`config.mk`:
```
export PLATFORM = sky130hd
export DESIGN_NAME = uart_frame_tx
export DESIGN_NICKNAME = d
export VERILOG_FILES = /design/src/rtl/uart_tx_pkg.sv /design/src/rtl/uart_tx_fmt.sv /design/src/rtl/uart_tx_shifter.sv /design/src/rtl/uart_frame_tx.sv
export SDC_FILE = /design/constraint.sdc
export NUM_CORES = 1
export LEC_CHECK = 0
export BUFFER_PORTS_ARGS = -buffer_cell sky130_fd_sc_hd__buf_2
export CAP_MARGIN = 20
export CORE_UTILIZATION = 41
export CTS_CLUSTER_DIAMETER = 100
export CTS_CLUSTER_SIZE = 8
export DETAILED_ROUTE_END_ITERATION = 10
export GPL_TIMING_DRIVEN = 0
export HOLD_SLACK_MARGIN = 0.05
export PLACE_DENSITY = 0.59
export SLEW_MARGIN = 20
export SYNTH_ARGS = -nofsm -noshare
export SYNTH_HDL_FRONTEND = slang
export SYNTH_HIERARCHICAL = 1
export SYNTH_SLANG_ARGS = --single-unit
```
`constraint.sdc`:
```
create_clock -name clk -period 5.75 [get_ports clk]
set_input_delay 0.2875 -clock clk [delete_from_list [all_inputs] [get_ports clk]]
set_output_delay 0.2875 -clock clk [all_outputs]
set_load 0.01 [all_outputs]
```
`src/rtl/uart_tx_pkg.sv`:
```
package uart_tx_pkg;
  localparam int MAX_DATA = 9;
  localparam int FRAME_W  = MAX_DATA + 2;
  localparam int CNT_W    = $clog2(FRAME_W + 1);

  typedef struct packed {
    logic [1:0] wlen;
    logic       par_en;
    logic       par_odd;
  } fmt_t;

  // field width for a word-length code; 11 falls back to 8
  function automatic int data_bits(logic [1:0] code);
    case (code)
      2'b01:   return 9;
      2'b10:   return 7;
      default: return 8;
    endcase
  endfunction

  function automatic logic [CNT_W-1:0] frame_len(logic [1:0] code);
    return CNT_W'(data_bits(code) + 2);
  endfunction

  // start bit at index 0, field LSB first, stop and fill bits high
  function automatic logic [FRAME_W-1:0] build_frame(logic [MAX_DATA-1:0] d, fmt_t f);
    int n;
    logic [MAX_DATA-1:0] fld;
    logic p;
    logic [FRAME_W-1:0] fr;
    n   = data_bits(f.wlen);
    fld = d;
    p   = 1'b0;
    for (int i = 0; i < MAX_DATA; i++)
      if (i < n - 1) p = p ^ d[i];
    if (f.par_en) fld[n-1] = p ^ f.par_odd;
    fr    = '1;
    fr[0] = 1'b0;
    for (int i = 0; i < MAX_DATA; i++)
      if (i < n) fr[i+1] = fld[i];
    return fr;
  endfunction
endpackage

```
`src/rtl/uart_tx_fmt.sv`:
```
module uart_tx_fmt
  import uart_tx_pkg::*;
(
  input  logic       clk,
  input  logic       rst_n,
  input  logic       glb_en,
  input  logic [1:0] wlen_in,
  input  logic       par_en_in,
  input  logic       par_odd_in,
  output fmt_t       fmt
);
  always_ff @(posedge clk or negedge rst_n) begin
    if (!rst_n)       fmt <= '0;
    else if (!glb_en) fmt <= '{wlen: wlen_in, par_en: par_en_in, par_odd: par_odd_in};
  end

  p_fmt_frozen_r3: assert property (@(posedge clk) disable iff (!rst_n)
    glb_en |=> $stable(fmt));
endmodule

```
`src/rtl/uart_tx_shifter.sv`:
```
module uart_tx_shifter #(
  parameter int FW = uart_tx_pkg::FRAME_W,
  parameter int CW = uart_tx_pkg::CNT_W
) (
  input  logic          clk,
  input  logic          rst_n,
  input  logic          clr,
  input  logic          load,
  input  logic [FW-1:0] frame_in,
  input  logic [CW-1:0] len_in,
  input  logic          tick,
  output logic          busy,
  output logic          line,
  output logic          end_evt
);
  logic [FW-1:0] sh;
  logic [CW-1:0] left;

  assign end_evt = busy && tick && (left == CW'(1));
  assign line    = busy ? sh[0] : 1'b1;

  always_ff @(posedge clk or negedge rst_n) begin
    if (!rst_n) begin
      sh <= '1; left <= '0; busy <= 1'b0;
    end else if (clr) begin
      sh <= '1; left <= '0; busy <= 1'b0;
    end else if (load) begin
      sh <= frame_in; left <= len_in; busy <= 1'b1;
    end else if (busy && tick) begin
      sh   <= {1'b1, sh[FW-1:1]};
      left <= left - CW'(1);
      if (left == CW'(1)) busy <= 1'b0;
    end
  end

  p_line_steady_r1: assert property (@(posedge clk) disable iff (!rst_n)
    (busy && !tick && !clr) |=> $stable(line));
endmodule

```
`src/rtl/uart_frame_tx.sv`:
```
module uart_frame_tx
  import uart_tx_pkg::*;
(
  input  logic                clk,
  input  logic                rst_n,
  input  logic                glb_en,
  input  logic                tx_en,
  input  logic [1:0]          wlen_code,
  input  logic                par_en,
  input  logic                par_odd,
  input  logic                baud_tick,
  input  logic                wr_stb,
  input  logic [MAX_DATA-1:0] wr_data,
  output logic                txd,
  output logic                tx_empty,
  output logic                tx_done
);
  fmt_t                fmt;
  logic                busy, end_evt;
  logic                hold_full, pre_pend, tx_en_q, done_q;
  logic [MAX_DATA-1:0] hold_data;
  logic                wr_ok, pre_go, data_go, load_go, pre_req;
  logic [FRAME_W-1:0]  frame_sel;

  uart_tx_fmt u_fmt (
    .clk(clk), .rst_n(rst_n), .glb_en(glb_en),
    .wlen_in(wlen_code), .par_en_in(par_en), .par_odd_in(par_odd), .fmt(fmt)
  );

  // internal events, named for the assertions
  assign wr_ok   = glb_en && wr_stb;
  assign pre_go  = glb_en && tx_en && !busy && pre_pend;
  assign data_go = glb_en && tx_en && !busy && !pre_pend && hold_full;
  assign load_go = pre_go || data_go;
  assign pre_req = glb_en && busy && tx_en && !tx_en_q;

  assign frame_sel = pre_go ? '1 : build_frame(hold_data, fmt);

  uart_tx_shifter u_shift (
    .clk(clk), .rst_n(rst_n), .clr(!glb_en), .load(load_go),
    .frame_in(frame_sel), .len_in(frame_len(fmt.wlen)), .tick(baud_tick),
    .busy(busy), .line(txd), .end_evt(end_evt)
  );

  always_ff @(posedge clk or negedge rst_n) begin
    if (!rst_n) tx_en_q <= 1'b0;
    else        tx_en_q <= tx_en;
  end

  always_ff @(posedge clk or negedge rst_n) begin
    if (!rst_n) begin
      hold_full <= 1'b0; hold_data <= '0; pre_pend <= 1'b0; done_q <= 1'b0;
    end else if (!glb_en) begin
      hold_full <= 1'b0; pre_pend <= 1'b0; done_q <= 1'b0;
    end else begin
      if (data_go) hold_full <= 1'b0;
      if (wr_ok) begin
        hold_full <= 1'b1;
        hold_data <= wr_data;
      end
      if (pre_go)  pre_pend <= 1'b0;
      if (pre_req) pre_pend <= 1'b1;
      if (load_go || wr_ok)                       done_q <= 1'b0;
      else if (end_evt && !hold_full && !pre_pend) done_q <= 1'b1;
    end
  end

  assign tx_empty = !hold_full;
  assign tx_done  = done_q;

  p_quiet_off_r4: assert property (@(posedge clk) disable iff (!rst_n)
    !glb_en |=> txd);
  p_write_fills_r5: assert property (@(posedge clk) disable iff (!rst_n)
    wr_ok |=> !tx_empty);
  p_start_low_r1: assert property (@(posedge clk) disable iff (!rst_n)
    data_go |=> !txd);
  p_done_idle_r7: assert property (@(posedge clk) disable iff (!rst_n)
    tx_done |-> !busy);
  p_pre_high_r8: assert property (@(posedge clk) disable iff (!rst_n)
    pre_go |=> txd);
endmodule

```
==> flow_metrics.py, run 1 <==
metrics = {
    "run_status": {
        "outcome": "finished, final reports clean",
    },
    "synthesis": {
        "synth_simple_gate_area_share_pct": 15.9,
        "synth_flop_cell": "dfrtp_1",
        "synth_xor_area_share_pct": 5.64,
        "synth_cell_type_count": 38,
        "synth-seq-area-share_pct": 44.5,
        "ys_warn_count": 6,
        "synth_nets": 213,
        "synth-edff-count": 0,
        "syn_inst": 188,
        "synth_compound_area_share_pct": 17.3,
        "muxShareOfSynthArea_pct": 8.29,
        "netlist_area_um2": 1890,
        "async_flop_share_pct": 100,
        "synth_top_family_by_area": "compound AO/OA/AOI/OAI gates",
        "synthAdderAreaFrac_pct": 3.98,
        "syn_area_per_cell_um2": 10.0,
        "ys_ff_latch": 33,
    },
    "final_layout": {
        "fin_util_pct": 49.6,
        "diodes": 0,
        "nNetsFinal": 241,
        "layout_commonest_cell": "dfrtp_1",
        "seqCellArea_um2": 840,
        "nFillCells": 414,
        "multi_input_area_um2": 972,
        "most-common-layout-cells": "22 x dfrtp_1, 21 x buf_2, 19 x nor2_1",
        "area_growth_syn_to_layout_pct": 15.2,
        "stdcell_count": 269,
        "layout-drive-gt1-share_pct": 25.8,
    },
    "sta": {
        "skew_ns": 0.00900,
        "setup_viol": 0,
        "fin_ws_ns": 3.42,
        "setup_tns_ns": 0,
        "slew_viol_final": 0,
        "min_period_ns": 2.33,
        "tightestPinTransition_ns": 0.737,
        "grt_setup_unrepaired": "false",
        "max_freq_mhz": 429,
        "finalHoldViolCount": 0,
        "min_period_over_period_pct": 40.5,
        "fin_hold_ws_ns": 0.0614,
        "max_slew_margin_pct": 50.8,
    },
    "floorplan": {
        "die_x_um": 69.8,
        "row_count": 24,
        "dieArea_um2": 4880,
        "core_area_um2": 4380,
        "initial_core_util_pct": 43.0,
        "io_pins": 22,
        "fp.dieH_um": 69.8,
    },
    "power_and_ir_drop": {
        "switchingPower_mw": 0.179,
        "internal_power_mw": 0.470,
        "power.density_nw_per_um2": 299,
        "ir_drop_mv": 0.178,
        "seq_power_share_pct": 42.3,
        "power_leakage_nw": 1.03,
        "switching_share_pct": 27.6,
        "comb_power_share_pct": 22.9,
        "clockPowerShare_pct": 34.7,
    },
    "placement": {
        "gp_congestion": 0.770,
        "place_ws_ns": 3.39,
        "portBuffers": 21,
        "dp_cells": 261,
        "place_hpwl_mm": 2.87,
    },
    "routing": {
        "antenna_left": 0,
        "via_per_inst": 5.44,
        "drt-met1-wl_mm": 1.89,
        "route.met2.wl_mm": 2.01,
        "vias": 1464,
        "post-route-drc-count": 0,
        "met3WireLength_um": 147,
        "drt_iter0_markers": 102,
        "routed.top_layer": "met4",
        "wire_per_inst_um": 15.1,
        "drt_wl_total_mm": 4.07,
        "first_pass_iters": 4,
    },
    "worst_setup_path": {
        "cp_top_family": "simple AND/OR/NAND/NOR gates",
        "start_kind": "register",
        "critPathCaptureType": "register",
        "path_cells": "nand2b_1 > nor3_1 > clkinv_1 > clkbuf_1 > a211oi_1",
        "cp.buffers_inverters": 2,
        "path_class": "reg2reg",
        "critical_path.slowest_cell": "nor3_1",
        "crit_arrival_ns": 2.51,
        "slowest_delay_ns": 0.51,
        "required_ns": 5.93,
        "crit_fanout": 10,
    },
    "cts": {
        "cts_made_buffers": 5,
        "cts.sinks": 33,
        "clkTransAtPathRegs_ns": 0.07,
        "root_buffer": "clkbuf_8",
        "post_cts_buffers": 0,
        "holdBufCountCts": 0,
        "clock_path_buffers": 2,
        "clk_latency_ns": 0.28,
        "h-tree-depth": 2,
        "cts_tree": "done",
        "postCtsResizedCells": 0,
    },
    "global_route": {
        "grt_pass1_vias": 1423,
        "antenna_found_initial": 0,
        "grt_usage_pct": 17.9,
        "grt_max_degree": 34,
        "grt_overflow": 0,
        "grt_pass1_wl_mm": 6.76,
    },
    "run": {
        "drv_cap": 0,
    },
    "hold_path": {
        "hp-class": "in2async",
    },
}
-- logic make-up (layout without fill, tap and decap cells) --
logic type	after synthesis	in the layout
compound gates	44	44
xor+xnor	9	9
fa+ha+maj	6	6
buf+inv	20	49
flops	33	33
mux	14	14
other cells	2	2
simple gates	60	60
-- per-layer routing --
metal	vias up	track usage (%)
li1	721	-
met1	715	24.3
met2	26	27.6
met3	2	4.94
met4	0	6.00
met5	-	0
-- sequential cells by signal (all words and copies together) (netlist names) --
name / count
u_shift/left: 4
u_fmt/fmt: 4
hold_full: 1
hold_data: 9
tx_done: 1
u_shift/sh: 11
pre_pend: 1
u_shift/busy: 1
tx_en_q: 1
-- synthesized netlist by cell type, drive strengths merged (2+ instances only) --
library cell  number  area share, %
nor2b              2           0.66
dfrtp             22             29
nor4               2           0.66
inv               13            2.6
xnor3              2            2.4
a21oi              8            2.1
a211oi            14            5.8
nand3              3           0.80
dfstp             11             15
nand2b             5            1.7
o21bai            11            4.4
xnor2              4            1.9
xor2               3            1.4
and3              12            4.0
nand2             11            2.3
conb               2           0.40
ha                 6            4.0
o41ai              2           0.93
clkbuf             6            1.2
nor2              19            3.8
mux2              13            7.8
nor3               3           0.80
-- power groups by stage --
stage,Clock (mW),Combinational [mW],Sequential (mW)
2_1_floorplan,0,0.113,0.273
5_1_grt,0.244,0.162,0.278
3_5_place_dp,0,0.145,0.279
4_1_cts,0.233,0.149,0.275
6_report,0.225,0.149,0.275
3_3_place_gp,0,0.143,0.277
-- layout make-up --
| cell class | instances | area share (%) |
|---|---|---|
| Buffer | 6 | 1.04 |
| Clock buffer | 7 | 3.97 |
| Clock inverter | 1 | 1.38 |
| Inverter | 14 | 2.42 |
| Multi-Input combinational cell | 135 | 44.7 |
| Sequential cell | 33 | 38.6 |
| Tap cell | 52 | 2.99 |
| Timing Repair Buffer | 21 | 4.84 |
-- per-stage QoR --
| step | power (mW) | area [um2] |
|---|---|---|
| after CTS | 0.657 | 2170 |
| after detailed placement | 0.424 | 2060 |
| final | 0.649 | 2170 |
| after global routing | 0.683 | 2170 |
| after floorplan | 0.385 | 1890 |
| after global placement | 0.420 | 2060 |
-- final timing paths --
kind	from	endpoint	slack, ns	cells past startpoint
min in group clk	tx_en	tx_en_q	0.16	1
worst min-delay path	rst_n	hold_data[4]	0.06	1
worst max register to register	u_shift/busy	u_shift/left[2]	3.42	5
max in group asynchronous	rst_n	hold_data[5]	5.20	1
worst max-delay path	u_shift/busy	u_shift/left[2]	3.42	5
worst min register to register	hold_data[3]	hold_data[3]	0.55	1
(Power assumes the default switching activity.)
==> run 2: changes to the inputs <==
--- a/config.mk
+++ b/config.mk
@@ -5,6 +5,7 @@
 export SDC_FILE = /design/constraint.sdc
 export NUM_CORES = 1
 export LEC_CHECK = 0
+export ABC_AREA = 1
 export BUFFER_PORTS_ARGS = -buffer_cell sky130_fd_sc_hd__buf_2
 export CAP_MARGIN = 20
 export CORE_UTILIZATION = 41
@@ -13,7 +14,7 @@
 export DETAILED_ROUTE_END_ITERATION = 10
 export GPL_TIMING_DRIVEN = 0
 export HOLD_SLACK_MARGIN = 0.05
-export PLACE_DENSITY = 0.59
+export PLACE_DENSITY = 0.62
 export SLEW_MARGIN = 20
 export SYNTH_ARGS = -nofsm -noshare
 export SYNTH_HDL_FRONTEND = slang
==> constraint.sdc (replaced) <==
create_clock -name clk -period 2.11 [get_ports clk]
set_input_delay 0.1055 -clock clk [delete_from_list [all_inputs] [get_ports clk]]
set_output_delay 0.1055 -clock clk [all_outputs]
set_load 0.01 [all_outputs]
==> run 2 against run 1 <==
Against the previous run:
- the run now ends with DRC left
- via count increased by 15%
- clock-buffer cell count stayed put
- core utilization rose by 2.8 points
- worst hold slack got worse by 0.00075 ns
- sequential power rose to 2.6 times the previous value
- non-clock buffer count grew 8
- worst setup slack got worse by 3.2 ns
- die area is 4.1% higher
- critical endpoint is now u_shift/sh[7]
- largest power group unchanged
==> flow_metrics.py, run 2 <==
metrics = {
    "run_status": {
        "outcome": "complete, but fails checks",
        "violations": "DRC",
    },
    "cts": {
        "cts.sinks": 33,
        "cts_made_buffers": 5,
        "root_buffer": "clkbuf_8",
        "clk_latency_ns": 0.28,
        "h-tree-depth": 2,
        "post_cts_buffers": 0,
        "clkTransAtPathRegs_ns": 0.07,
        "cts_tree": "done",
        "clock_path_buffers": 2,
    },
    "routing": {
        "drt_iter0_markers": 106,
        "antenna_left": 0,
        "drt_wl_total_mm": 4.20,
        "vias": 1686,
        "post-route-drc-count": 2,
        "via_per_inst": 4.83,
        "first_pass_iters": 7,
        "wire_per_inst_um": 12.0,
    },
    "worst_setup_path": {
        "cp_top_family": "simple AND/OR/NAND/NOR gates",
        "critPathCaptureType": "register",
        "crit_arrival_ns": 2.11,
        "path_class": "reg2reg",
        "start_kind": "register",
        "cpMostUsedCell": "nand2_2",
        "critical_path.slowest_cell": "dfrtp_1",
        "path_cells": "inv_1 > ha_2 > nand2_4 > nand2_2 > nor2_1 > nand2_2 > nand2_2 > nand2_2 > nand2_1 > nand2_1 > nand2_2 > nand2_1 > nand2_1 > o21ai_1 > a21oi_1",
        "cp.buffers_inverters": 1,
        "slowest_delay_ns": 0.41,
        "crit_fanout": 6,
        "required_ns": 2.32,
    },
    "global_route": {
        "grt_max_degree": 34,
        "grt_pass1_vias": 1573,
        "grt_usage_pct": 18.3,
        "grt_overflow": 0,
        "antenna_found_initial": 0,
        "grt_pass1_wl_mm": 7.20,
    },
    "power_and_ir_drop": {
        "power_leakage_nw": 1.21,
        "internal_power_mw": 1.13,
        "power.density_nw_per_um2": 698,
        "seq_power_share_pct": 44.0,
        "switching_share_pct": 30.8,
        "clockPowerShare_pct": 32.2,
        "comb_power_share_pct": 23.8,
        "ir_drop_mv": 0.318,
        "switchingPower_mw": 0.504,
    },
    "final_layout": {
        "nNetsFinal": 321,
        "layout-drive-gt1-share_pct": 27.3,
        "seqCellArea_um2": 840,
        "diodes": 0,
        "top_register": "u_shift/sh",
        "layout_commonest_cell": "nand2_1",
        "fin_util_pct": 52.3,
        "design_area_um2": 2340,
        "stdcell_count": 349,
        "nFillCells": 439,
        "largestRegisters": "u_shift/sh: 11 flops, hold_data: 9 flops",
        "most-common-layout-cells": "59 x nand2_1, 35 x inv_1, 28 x nor2_1",
        "largest_reg_flops": 11,
        "multi_input_area_um2": 967,
        "area_growth_syn_to_layout_pct": 19.2,
    },
    "hold_path": {
        "hp-class": "in2reg",
    },
    "synthesis": {
        "syn_inst": 259,
        "synthDominantCellAreaShare_pct": 28.0,
        "synth_nets": 284,
        "ys_ff_latch": 33,
        "netlist_area_um2": 1970,
        "synth_area_leader_cell": "dfrtp_1",
        "synth_flop_cell": "dfrtp_1",
        "async_flop_share_pct": 100,
        "synth_most_common_cell": "nand2_1",
        "synth-seq-area-share_pct": 42.7,
        "synth_area_leaders": "dfrtp_1 28%, dfstp_2 15%, nand2_1 11%",
        "ys_warn_count": 6,
        "synthTopCellsByCount": "59 x nand2_1, 35 x inv_1, 29 x nor2_1",
        "syn_area_per_cell_um2": 7.59,
        "synth-edff-count": 0,
        "synth_cell_type_count": 32,
    },
    "sta": {
        "finalHoldViolCount": 0,
        "setup_viol": 0,
        "grt_setup_unrepaired": "false",
        "skew_ns": 0.00603,
        "setup_tns_ns": 0,
        "min_period_ns": 1.90,
        "slew_viol_final": 0,
        "min_period_over_period_pct": 90.1,
        "fin_ws_ns": 0.209,
        "max_slew_margin_pct": 51.2,
        "max_freq_mhz": 526,
        "tightestPinTransition_ns": 0.732,
    },
    "floorplan": {
        "die_x_um": 71.2,
        "row_count": 24,
        "core_area_um2": 4470,
        "initial_core_util_pct": 43.9,
        "dieArea_um2": 5080,
        "io_pins": 22,
        "fp.dieH_um": 71.2,
    },
    "placement": {
        "portBuffers": 21,
        "place_hpwl_mm": 3.04,
        "dp_cells": 332,
        "placed_area_um2": 2140,
        "place_ws_ns": 0.157,
        "gp_congestion": 0.806,
    },
    "run": {
        "drv_cap": 0,
    },
}
## run 2: logic make-up (layout without fill, tap and decap cells)
logic type / after synthesis / in the layout / share of synthesized area (%)
simple gates: 130 / 130 / 29.9
buf+inv: 43 / 81 / 8.85
compound gates: 41 / 41 / 12.2
flops: 33 / 33 / 42.7
fa+ha+maj: 6 / 6 / 3.82
mux: 3 / 3 / 1.72
other cells: 2 / 2 / 0.382
xor+xnor: 1 / 1 / 0.446
## run 2: final cells by class
type / count / share of cell area [%]
clock inverter: 1 / 0.214
inverter: 38 / 6.09
multi-input combinational: 183 / 41.3
tap: 52 / 2.78
timing repair buffer: 30 / 8.33
buffer: 5 / 1.34
sequential: 33 / 35.8
clock buffer: 7 / 4.11
## run 2: repair_timing
item / CTS / global route
gates resized for setup: 0 / 7
hold buffers: 9 / 0
setup endpoints to repair: 0 / 3
hold endpoints to repair: 30 / 0
## run 2: per-stage QoR
| stage | hold slack [ns] | power [mW] |
|---|---|---|
| final | 0.0606 | 1.64 |
| after global routing | 0.0691 | 1.74 |
| after CTS | 0.0554 | 1.64 |
| after detailed placement | 0.208 | 1.10 |
| after global placement | 0.214 | 1.09 |
| after floorplan | -0.190 | 0.998 |
## run 2: path summary, 6_finish.rpt
check                              start         endpoint  slack (ns)  cells past startpoint
min                           wr_data[7]     hold_data[7]        0.06                      2
min in group asynchronous          rst_n  u_shift/left[3]        0.41                      2
min reg2reg                u_shift/sh[6]    u_shift/sh[6]        0.50                      2
max in group asynchronous          rst_n     hold_data[7]        1.22                      2
max                         u_fmt/fmt[2]    u_shift/sh[7]        0.21                     15
max reg2reg                 u_fmt/fmt[2]    u_shift/sh[7]        0.21                     15
## run 2: routing by layer
metal / global-route usage, % / up-vias / routed length [um]
li1: - / 892 / -
met3: 4.22 / 5 / 105
met1: 25.1 / 763 / 2080
met4: 4.67 / 0 / 34
met2: 29.4 / 26 / 1970
met5: 0 / - / 0
## run 2: worst register-to-register path, stage by stage (launching register included)
cell and delay, ns:
dfrtp_1 0.41, inv_1 0.10, ha_2 0.31, nand2_4 0.10, nand2_2 0.07, nor2_1 0.12, nand2_2 0.08, nand2_2 0.07
nand2_2 0.05, nand2_1 0.06, nand2_1 0.06, nand2_2 0.07, nand2_1 0.05, nand2_1 0.06, o21ai_1 0.07, a21oi_1 0.14
## run 2: power by group through the flow
stage / Combinational (mW) / Sequential [mW] / Clock [mW]
floorplan: 0.279 / 0.719 / 0
global placement: 0.364 / 0.729 / 0
detailed placement: 0.370 / 0.729 / 0
CTS: 0.384 / 0.718 / 0.543
global route: 0.448 / 0.726 / 0.567
finish: 0.389 / 0.719 / 0.527
